`src/rtl/rc_pkg.sv`:
```
// Package: shared encodings for the retimer control plane.
// Assumes two-bit rate mode and detected-rate codes as stated in the brief.
package rc_pkg;

    // Drive code of a serial output: muted state forces true low, complement high.
    typedef enum logic [1:0] {
        DRV_IDLE  = 2'b00,
        DRV_MUTED = 2'b01,
        DRV_DATA  = 2'b10,
        DRV_CLOCK = 2'b11
    } drv_t;

    // Rate-mode selection.
    typedef enum logic [1:0] {
        RM_AUTO = 2'b00,
        RM_SD   = 2'b01,
        RM_HD   = 2'b10,
        RM_TEST = 2'b11
    } rate_mode_t;

    // Detected rate class from the rate detector.
    typedef enum logic [1:0] {
        DET_NONE = 2'b00,
        DET_LOW  = 2'b01,
        DET_SD   = 2'b10,
        DET_HD   = 2'b11
    } det_rate_t;

    // True when the detected class is allowed in the given mode.
    function automatic logic rate_supported(input rate_mode_t mode, input det_rate_t det);
        logic ok;
        case (mode)
            RM_AUTO: ok = (det != DET_NONE);
            RM_SD:   ok = (det == DET_SD);
            RM_HD:   ok = (det == DET_HD);
            default: ok = 1'b0;
        endcase
        return ok;
    endfunction

    // True when the detected class counts as a standard-definition rate.
    function automatic logic rate_is_sd(input det_rate_t det);
        return (det == DET_LOW) || (det == DET_SD);
    endfunction

endpackage

```
`src/rtl/rc_sel_decode.sv`:
```
// Module: registered one-hot decode of the input channel choice.
// Assumes N_IN is a power of two equal to 2**SEL_W.
module rc_sel_decode #(
    parameter int N_IN  = 4,
    parameter int SEL_W = $clog2(N_IN)
) (
    input  logic             clk,
    input  logic             rst_n,
    input  logic [SEL_W-1:0] sel_i,
    output logic [N_IN-1:0]  oh_o
);

    logic [N_IN-1:0] oh_d;

    // One comparator per channel builds the next one-hot value.
    for (genvar k = 0; k < N_IN; k++) begin : g_cmp
        assign oh_d[k] = (sel_i == SEL_W'(k));
    end

    // Register the select; reset points at channel 0.
    always_ff @(posedge clk) begin
        if (!rst_n) oh_o <= N_IN'(1);
        else        oh_o <= oh_d;
    end

endmodule

```
`src/rtl/rc_rate_qual.sv`:
```
// Module: combinational rate qualification.
// Decides whether the PLL lock is valid for the current mode and detected rate.
// Assumes det_rate is stable while pll_lock is high.
module rc_rate_qual
    import rc_pkg::*;
(
    input  rate_mode_t mode_i,
    input  det_rate_t  det_i,
    input  logic       pll_lock_i,
    output logic       lock_ok_o,
    output logic       test_o,
    output logic       is_sd_o
);

    // Qualify lock with rate support and the test-mode override.
    always_comb begin
        test_o    = (mode_i == RM_TEST);
        lock_ok_o = pll_lock_i && !test_o && rate_supported(mode_i, det_i);
        is_sd_o   = rate_is_sd(det_i);
    end

endmodule

```
`src/rtl/rc_sd_track.sv`:
```
// Module: qualified-lock register and SD/HD flag.
// The flag is captured on a lock-gain event, held while locked, and cleared when unlocked.
// Assumes lock_ok_i is synchronous to clk.
module rc_sd_track (
    input  logic clk,
    input  logic rst_n,
    input  logic lock_ok_i,
    input  logic is_sd_i,
    output logic lock_q,
    output logic sd_q
);

    logic gain;

    // A lock-gain event is qualified lock now with no lock last cycle.
    assign gain = lock_ok_i && !lock_q;

    // Track qualified lock one cycle behind its inputs.
    always_ff @(posedge clk) begin
        if (!rst_n) lock_q <= 1'b0;
        else        lock_q <= lock_ok_i;
    end

    // Capture on gain, clear on loss, otherwise hold.
    always_ff @(posedge clk) begin
        if (!rst_n)          sd_q <= 1'b0;
        else if (!lock_ok_i) sd_q <= 1'b0;
        else if (gain)       sd_q <= is_sd_i;
    end

endmodule

```
`src/rtl/rc_out_ctrl.sv`:
```
// Module: bypass and output drive control.
// Priority: mute, then forced bypass or test mode, then automatic bypass from lock.
// Assumes all inputs are synchronous to clk.
module rc_out_ctrl
    import rc_pkg::*;
(
    input  logic clk,
    input  logic rst_n,
    input  logic mute_n_i,
    input  logic force_i,
    input  logic test_i,
    input  logic clk_en_i,
    input  logic lock_ok_i,
    output logic bypass_q,
    output drv_t drv1_q,
    output drv_t drv2_q,
    output logic is_clk_q
);

    logic bypass_d;
    drv_t drv1_d;
    drv_t drv2_d;

    // Resolve bypass and drive codes in priority order.
    always_comb begin
        bypass_d = force_i || test_i || !lock_ok_i;
        if (!mute_n_i) begin
            drv1_d = DRV_MUTED;
            drv2_d = DRV_MUTED;
        end else begin
            drv1_d = DRV_DATA;
            if (!clk_en_i)    drv2_d = DRV_DATA;
            else if (bypass_d) drv2_d = DRV_MUTED;
            else              drv2_d = DRV_CLOCK;
        end
    end

    // Register controls; reset holds outputs muted and bypassed.
    always_ff @(posedge clk) begin
        if (!rst_n) begin
            bypass_q <= 1'b1;
            drv1_q   <= DRV_MUTED;
            drv2_q   <= DRV_MUTED;
            is_clk_q <= 1'b0;
        end else begin
            bypass_q <= bypass_d;
            drv1_q   <= drv1_d;
            drv2_q   <= drv2_d;
            is_clk_q <= clk_en_i;
        end
    end

endmodule

```
`src/rtl/reclk_ctrl.sv`:
```
// Module: top of the retimer control plane.
// Joins select decode, rate qualification, SD/HD tracking and output control.
// All outputs follow their inputs after one clock.
module reclk_ctrl #(
    parameter int N_IN  = 4,
    parameter int SEL_W = $clog2(N_IN)
) (
    input  logic             clk,
    input  logic             rst_n,
    input  logic [SEL_W-1:0] in_sel,
    input  logic [1:0]       rate_mode,
    input  logic             mute_n,
    input  logic             bypass_force,
    input  logic             clk_out_en,
    input  logic             pll_lock,
    input  logic [1:0]       det_rate,
    output logic [N_IN-1:0]  mux_sel_oh,
    output logic             retime_bypass,
    output logic [1:0]       out1_drv,
    output logic [1:0]       out2_drv,
    output logic             out2_is_clk,
    output logic             lock_ind,
    output logic             sd_flag
);
    import rc_pkg::*;

    logic lock_ok;
    logic test_mode;
    logic is_sd;
    drv_t drv1;
    drv_t drv2;

    rc_sel_decode #(.N_IN(N_IN), .SEL_W(SEL_W)) u_sel (
        .clk   (clk),
        .rst_n (rst_n),
        .sel_i (in_sel),
        .oh_o  (mux_sel_oh)
    );

    rc_rate_qual u_qual (
        .mode_i     (rate_mode_t'(rate_mode)),
        .det_i      (det_rate_t'(det_rate)),
        .pll_lock_i (pll_lock),
        .lock_ok_o  (lock_ok),
        .test_o     (test_mode),
        .is_sd_o    (is_sd)
    );

    rc_sd_track u_sd (
        .clk       (clk),
        .rst_n     (rst_n),
        .lock_ok_i (lock_ok),
        .is_sd_i   (is_sd),
        .lock_q    (lock_ind),
        .sd_q      (sd_flag)
    );

    rc_out_ctrl u_out (
        .clk       (clk),
        .rst_n     (rst_n),
        .mute_n_i  (mute_n),
        .force_i   (bypass_force),
        .test_i    (test_mode),
        .clk_en_i  (clk_out_en),
        .lock_ok_i (lock_ok),
        .bypass_q  (retime_bypass),
        .drv1_q    (drv1),
        .drv2_q    (drv2),
        .is_clk_q  (out2_is_clk)
    );

    assign out1_drv = drv1;
    assign out2_drv = drv2;

endmodule

```
`config.mk`:
```
export PLATFORM = sky130hd
export DESIGN_NAME = reclk_ctrl
export DESIGN_NICKNAME = d
export VERILOG_FILES = /design/src/rtl/rc_pkg.sv /design/src/rtl/rc_sel_decode.sv /design/src/rtl/rc_rate_qual.sv /design/src/rtl/rc_sd_track.sv /design/src/rtl/rc_out_ctrl.sv /design/src/rtl/reclk_ctrl.sv
export SDC_FILE = /design/constraint.sdc
export NUM_CORES = 1
export LEC_CHECK = 0
export ABC_AREA = 1
export BUFFER_PORTS_ARGS = -buffer_cell sky130_fd_sc_hd__buf_2
export CAP_MARGIN = 0
export CORE_AREA = 2 2 39 41
export DETAILED_ROUTE_END_ITERATION = 10
export DIE_AREA = 0 0 41 43
export PLACE_DENSITY = 0.62
export SLEW_MARGIN = 10
export SYNTH_ARGS = -nofsm -noshare
export SYNTH_HDL_FRONTEND = slang
export SYNTH_SLANG_ARGS = --single-unit
```
`constraint.sdc`:
```
create_clock -name clk -period 1.8 [get_ports clk]
set_clock_uncertainty 0.05 [all_clocks]
set_input_delay 0 -clock clk [delete_from_list [all_inputs] [get_ports clk]]
set_output_delay 0 -clock clk [all_outputs]
set_load 0.05 [all_outputs]
```
### Word level (Yosys, flattened, before mapping)

Cells that the tools add are included.

| operators by class | value |
|---|---|
| div/mod/pow operators | 0 |
| $lt $le $gt $ge | 0 |
| mux-type cells | 4 |
| add/sub/neg operators | 0 |
| reduce and logical (&&, ||, !) cells | 14 |
| $mul | 0 |
| bitwise logic cells | 0 |
| equality and inequality tests | 9 |
| shift-type cells | 0 |

Operators with widths:

| cell | count |
|---|---|
| $eq 2x2->1 const B | 6 |
| $eq 2x1->1 const B | 3 |
| $mux 2 | 3 |
| $logic_not 2->1 | 2 |
| $reduce_and 2->1 | 2 |
| $logic_and 1x1->1 | 3 |
| $logic_not 1->1 | 3 |
| $logic_or 1x1->1 | 3 |
| $pmux 1 s3 | 1 |
| $reduce_bool 2->1 | 1 |

| storage, ports and cells | value |
|---|---|
| bits in latches | 0 |
| input port bits | 12 |
| ROM bits | 0 |
| register bits | 12 |
| bits in writable memories | 0 |
| logic and storage cells | 34 |
| memories kept | 0 |
| output and inout port bits | 12 |

### Longest topological paths before layout

| depth | value |
|---|---|
| depth in word-level cells | 8 |
| depth in mapped cells | 8 |
| depth with buffers taken out | 8 |

### Hierarchy

A second synthesis with hierarchy kept.

| unflattened totals | value |
|---|---|
| cells, all modules | 53 |
| area, all modules | 439.2 µm² |

By module, submodules not included:

| module | cells each | area each (µm²) | instances | seq. area each (µm²) |
|---|---|---|---|---|
| rc_out_ctrl | 15 | 166.4 | 1 | 120.1 |
| rc_sel_decode | 11 | 107.6 | 1 | 80.1 |
| rc_rate_qual | 16 | 91.3 | 1 | 0.0 |
| rc_sd_track | 11 | 73.8 | 1 | 40.0 |

### Least setup slack after synthesis

Ideal clock, no wire load.

| timing path | value |
|---|---|
| path kind | flip-flop to flip-flop |
| start point | register u_sd.lock_q |
| end point | register u_sd.sd_q |
| path buffers | 0 |
| setup slack | 0.727 ns |
| arrival time | 0.906 ns |
| clock period less this slack | 1.073 ns |
| setup time | 0.117 ns |
| cell stages (with the launch flop) | 3 |
| data required time | 1.633 ns |
| path through | dfxtp_1 mux2i_1 nor2_1 |

| between the ends | value |
|---|---|
| word-level cells in the longest chain between the ends | 2 |

Ends and longest elaborated chain:

| item | RTL line | text |
|---|---|---|
| from (decl) | rc_sd_track.sv:9 | `output logic lock_q,` |
| from (signal assigned) | rc_sd_track.sv:21 | `else lock_q <= lock_ok_i;` |
| $logic_not 1->1 | rc_sd_track.sv:16 | `assign gain = lock_ok_i && !lock_q;` |
| $logic_and 1x1->1 | rc_sd_track.sv:16 |  |
| to (signal assigned) | rc_sd_track.sv:28 | `else if (gain) sd_q <= is_sd_i;` |
| to (decl) | rc_sd_track.sv:10 | `output logic sd_q` |

No other way between the ends.
A chain may end at the register's enable or synchronous reset.

### Worst setup path in the final report

| timing path | value |
|---|---|
| start point | input port rst_n |
| end point | register u_out.drv2_q[1] |

| between the ends | value |
|---|---|
| word-level cells in the longest chain between the ends | 1 |

Ends and longest elaborated chain:

| item | RTL line | text |
|---|---|---|
| from (decl) | reclk_ctrl.sv:9 | `input logic rst_n,` |
| $reduce_and 2->1 (no source line) | - |  |
| to (signal assigned) | rc_out_ctrl.sv:48 | `drv2_q <= drv2_d;` |
| to (decl) | rc_out_ctrl.sv:16 | `output drv_t drv2_q,` |

No other way between the ends.

==> results by group <==
Critical path
  – R2r setup slk: 1.05 ns
  – Worst path depth: 7
  – CP most frequent cell: dlygate4sd3_1
  – Setup CP Type: primary input to flop
  – Setup crit start: rst_n
  – Maximum fanout along the worst path: 6
  – Reg2reg path depth: 2
  – CP endpoint: u_out.drv2_q[1]
  – Required @ worst endpoint: 1.91 ns
  – Reg2reg end: u_sd.sd_q
  – Critical Path Max Stage Delay: 0.56 ns
  – Worst-path cell chain: dlygate4sd3_1, buf_2, nand2_2, dlygate4sd3_1, inv_1, nand4_1, nand2_1
  – Slowest-stage cell, CP: dlygate4sd3_1
  – Top cell family by delay on the critical path: buffers and inverters
  – Worst r2r src: u_sd.lock_q
  – Crit. End Element: flop
  – Buf/Inv on CP: 4
  – CP Launch Type: primary input
  – Critical Path AT: 1.51 ns

Floorplanning
  – Die area: 0.00176 sq mm
  – Core footprint: 0.00138 sq mm
  – Die Span Y: 43 um
  – Initial core utilization: 29.8%
  – Die width: 41 um
  – Top Ports: 24
  – Row count: 14

Pwr
  – Pleak: 0.383 nW
  – Power Density: 785 mW/mm^2
  – Tot Pwr: 0.542 mW
  – Peak supply drop: 555 uV

Route
  – Residual DRC: 0
  – Via density: 4.16
  – Via count: 412
  – Wl on met1: 318 um
  – Drt pass-1 iters: 2
  – Met3 routed WL: 78 um
  – Post-route antenna net violation count: 0
  – Drt first-iter violations: 5
  – Max layer used: met3
  – Met2 wire len: 515 um
  – Avg WL per Cell: 9.21 um
  – Detailed Route WL: 912 um

Clocking
  – Clk_lat worst skew: 0.26 ns
  – CTS tree: yes
  – Clock Tree Buf Depth: 2
  – Num CTS Buffers: 3
  – Htree depth: 1
  – Post-CTS sizing: 0
  – CTS clock-pin slew for the worst setup and hold paths: 0.07 ns
  – Post-CTS Setup Bufs: 0
  – Root Driver: clkbuf_4
  – CTS Sinks: 12

Global routing
  – GRT overflow: 0
  – GRT Total Usage: 12.1%
  – First-pass GRT wire length: 1360 um
  – Pin count of the biggest net entering global routing: 7
  – Vias in the first global route: 408
  – Antenna violations before repair: 0

Timing
  – Final setup viols: 0
  – Fin crit share: 77.5%
  – Fin. max-slew vios: 0
  – Setup TNS: 0 ns
  – Slew @ Worst Pin: 0.256 ns
  – Min Hold Slack: 0.133 ns
  – Max Clock Freq: 716 MHz
  – Final Critical Period: 1.40 ns
  – Final hold vios: 0
  – RSZ-0062 raised after global routing: false
  – Headroom to the max-slew limit: 83.1%

Place
  – Port bufs: 23
  – Detail Placement HPWL: 601 um
  – Final Wtd Congestion: 0.660

Finish
  – Ant. Diodes: 0
  – Most frequent cells in the layout: buf_2 (23), dlygate4sd3_1 (12), dfxtp_1 (12)
  – Area grow syn2layout: 67.3%
  – Commonest non-fill, non-tap cell in the layout: buf_2
  – Reg area: 240 sq um
  – Multi-input logic area: 135 sq um
  – Final Core Density: 49.9%
  – Fillers: 144
  – Nets: 100
  – Share of post-route cells with drive strength above 1: 33.7%

Synth
  – Register bit total from synthesis: 12
  – Library cells used by synthesis: 11
  – Mapped Cells: 45
  – Syn nets: 60
  – Yosys warns: 0
  – Sequential-to-total area share from yosys stat: 58.2%
  – Mapped Area: 413 sq um
  – Mean Syn Cell Area: 9.18 sq um

Worst hold path
  – Hold Crit Class: primary input to flop

Run
  – Max-cap violations: 0

Status
  – Outcome: finished clean
sequential cells by signal, indices dropped and copies added (netlist names):
name,count
u_out.drv1_q,2
u_sd.lock_q,1
u_sel.oh_o,4
u_out.is_clk_q,1
u_out.bypass_q,1
u_sd.sd_q,1
u_out.drv2_q,2
area by class of cell:
class | instances | share of cell area, %
multi-input combinational | 23 | 19.6
inverter | 10 | 5.43
clock buffer | 3 | 3.26
tap | 16 | 2.90
sequential | 12 | 34.8
timing repair buffer | 35 | 34.1
timing repair:
item | 4_1_cts | 5_1_grt
hold endpoints to repair | 12 | 0
hold buffers | 12 | 0
setup endpoints to repair | 0 | 0
worst register-to-register path, cell delays in order (launching register included):
cell	delay [ns]
dfxtp_1	0.34
mux2i_1	0.19
nor2_1	0.06
cells in the mapped netlist:
cell type  number  area (sq um)
dfxtp_1        12           240
inv_1          10          37.5
nand2_1         6          22.5
nor2_1          5          18.8
nand3_1         4          20.0
ha_1            3          37.5
mux2i_1         1          10.0
nand2_2         1          6.26
nand4_1         1          6.26
o21ai_0         1          5.00
or2_4           1          8.76
stage by stage:
stage          cells  cell area [sq um]  setup WS [ns]
2_1_floorplan     45                413          0.727
3_3_place_gp      84                548          0.949
3_5_place_dp      84                548          0.918
4_1_cts           99                691          0.416
5_1_grt           99                691          0.365
6_report          99                691          0.404
cell families after synthesis:
| logic type | synth area share (%) |
|---|---|
| AOI/OAI and AO/OA | 1.21 |
| DFF | 58.2 |
| buffers and inverters | 9.09 |
| and+or+nand+nor | 20.0 |
| muxes | 2.42 |
| adders and majority gates | 9.09 |
routing by layer:
layer  up-vias  GRT usage, %
met5         -             0
met4         0          10.0
met3         0          2.62
met2        18          21.3
met1       183          10.5
li1        211             -
report_power, final:
part / switching, mW / internal [mW]
clock network: 0.0750 / 0.0771
logic: 0.0690 / 0.0410
registers: 0.00278 / 0.277
worst min-delay path by stage:
stage	start	end	slack, ns	cells after the start
final	rate_mode[1]	u_out.drv2_q[1]	0.13	6
after CTS	rate_mode[1]	u_out.drv2_q[1]	0.13	6
after global routing	rate_mode[0]	u_out.drv2_q[1]	0.17	5
after detailed placement	in_sel[1]	u_sel.oh_o[1]	0.14	2
after floorplan	in_sel[1]	u_sel.oh_o[1]	0.02	1
after global placement	in_sel[1]	u_sel.oh_o[1]	0.14	2
No activity file was read; power rests on OpenSTA's default activity.
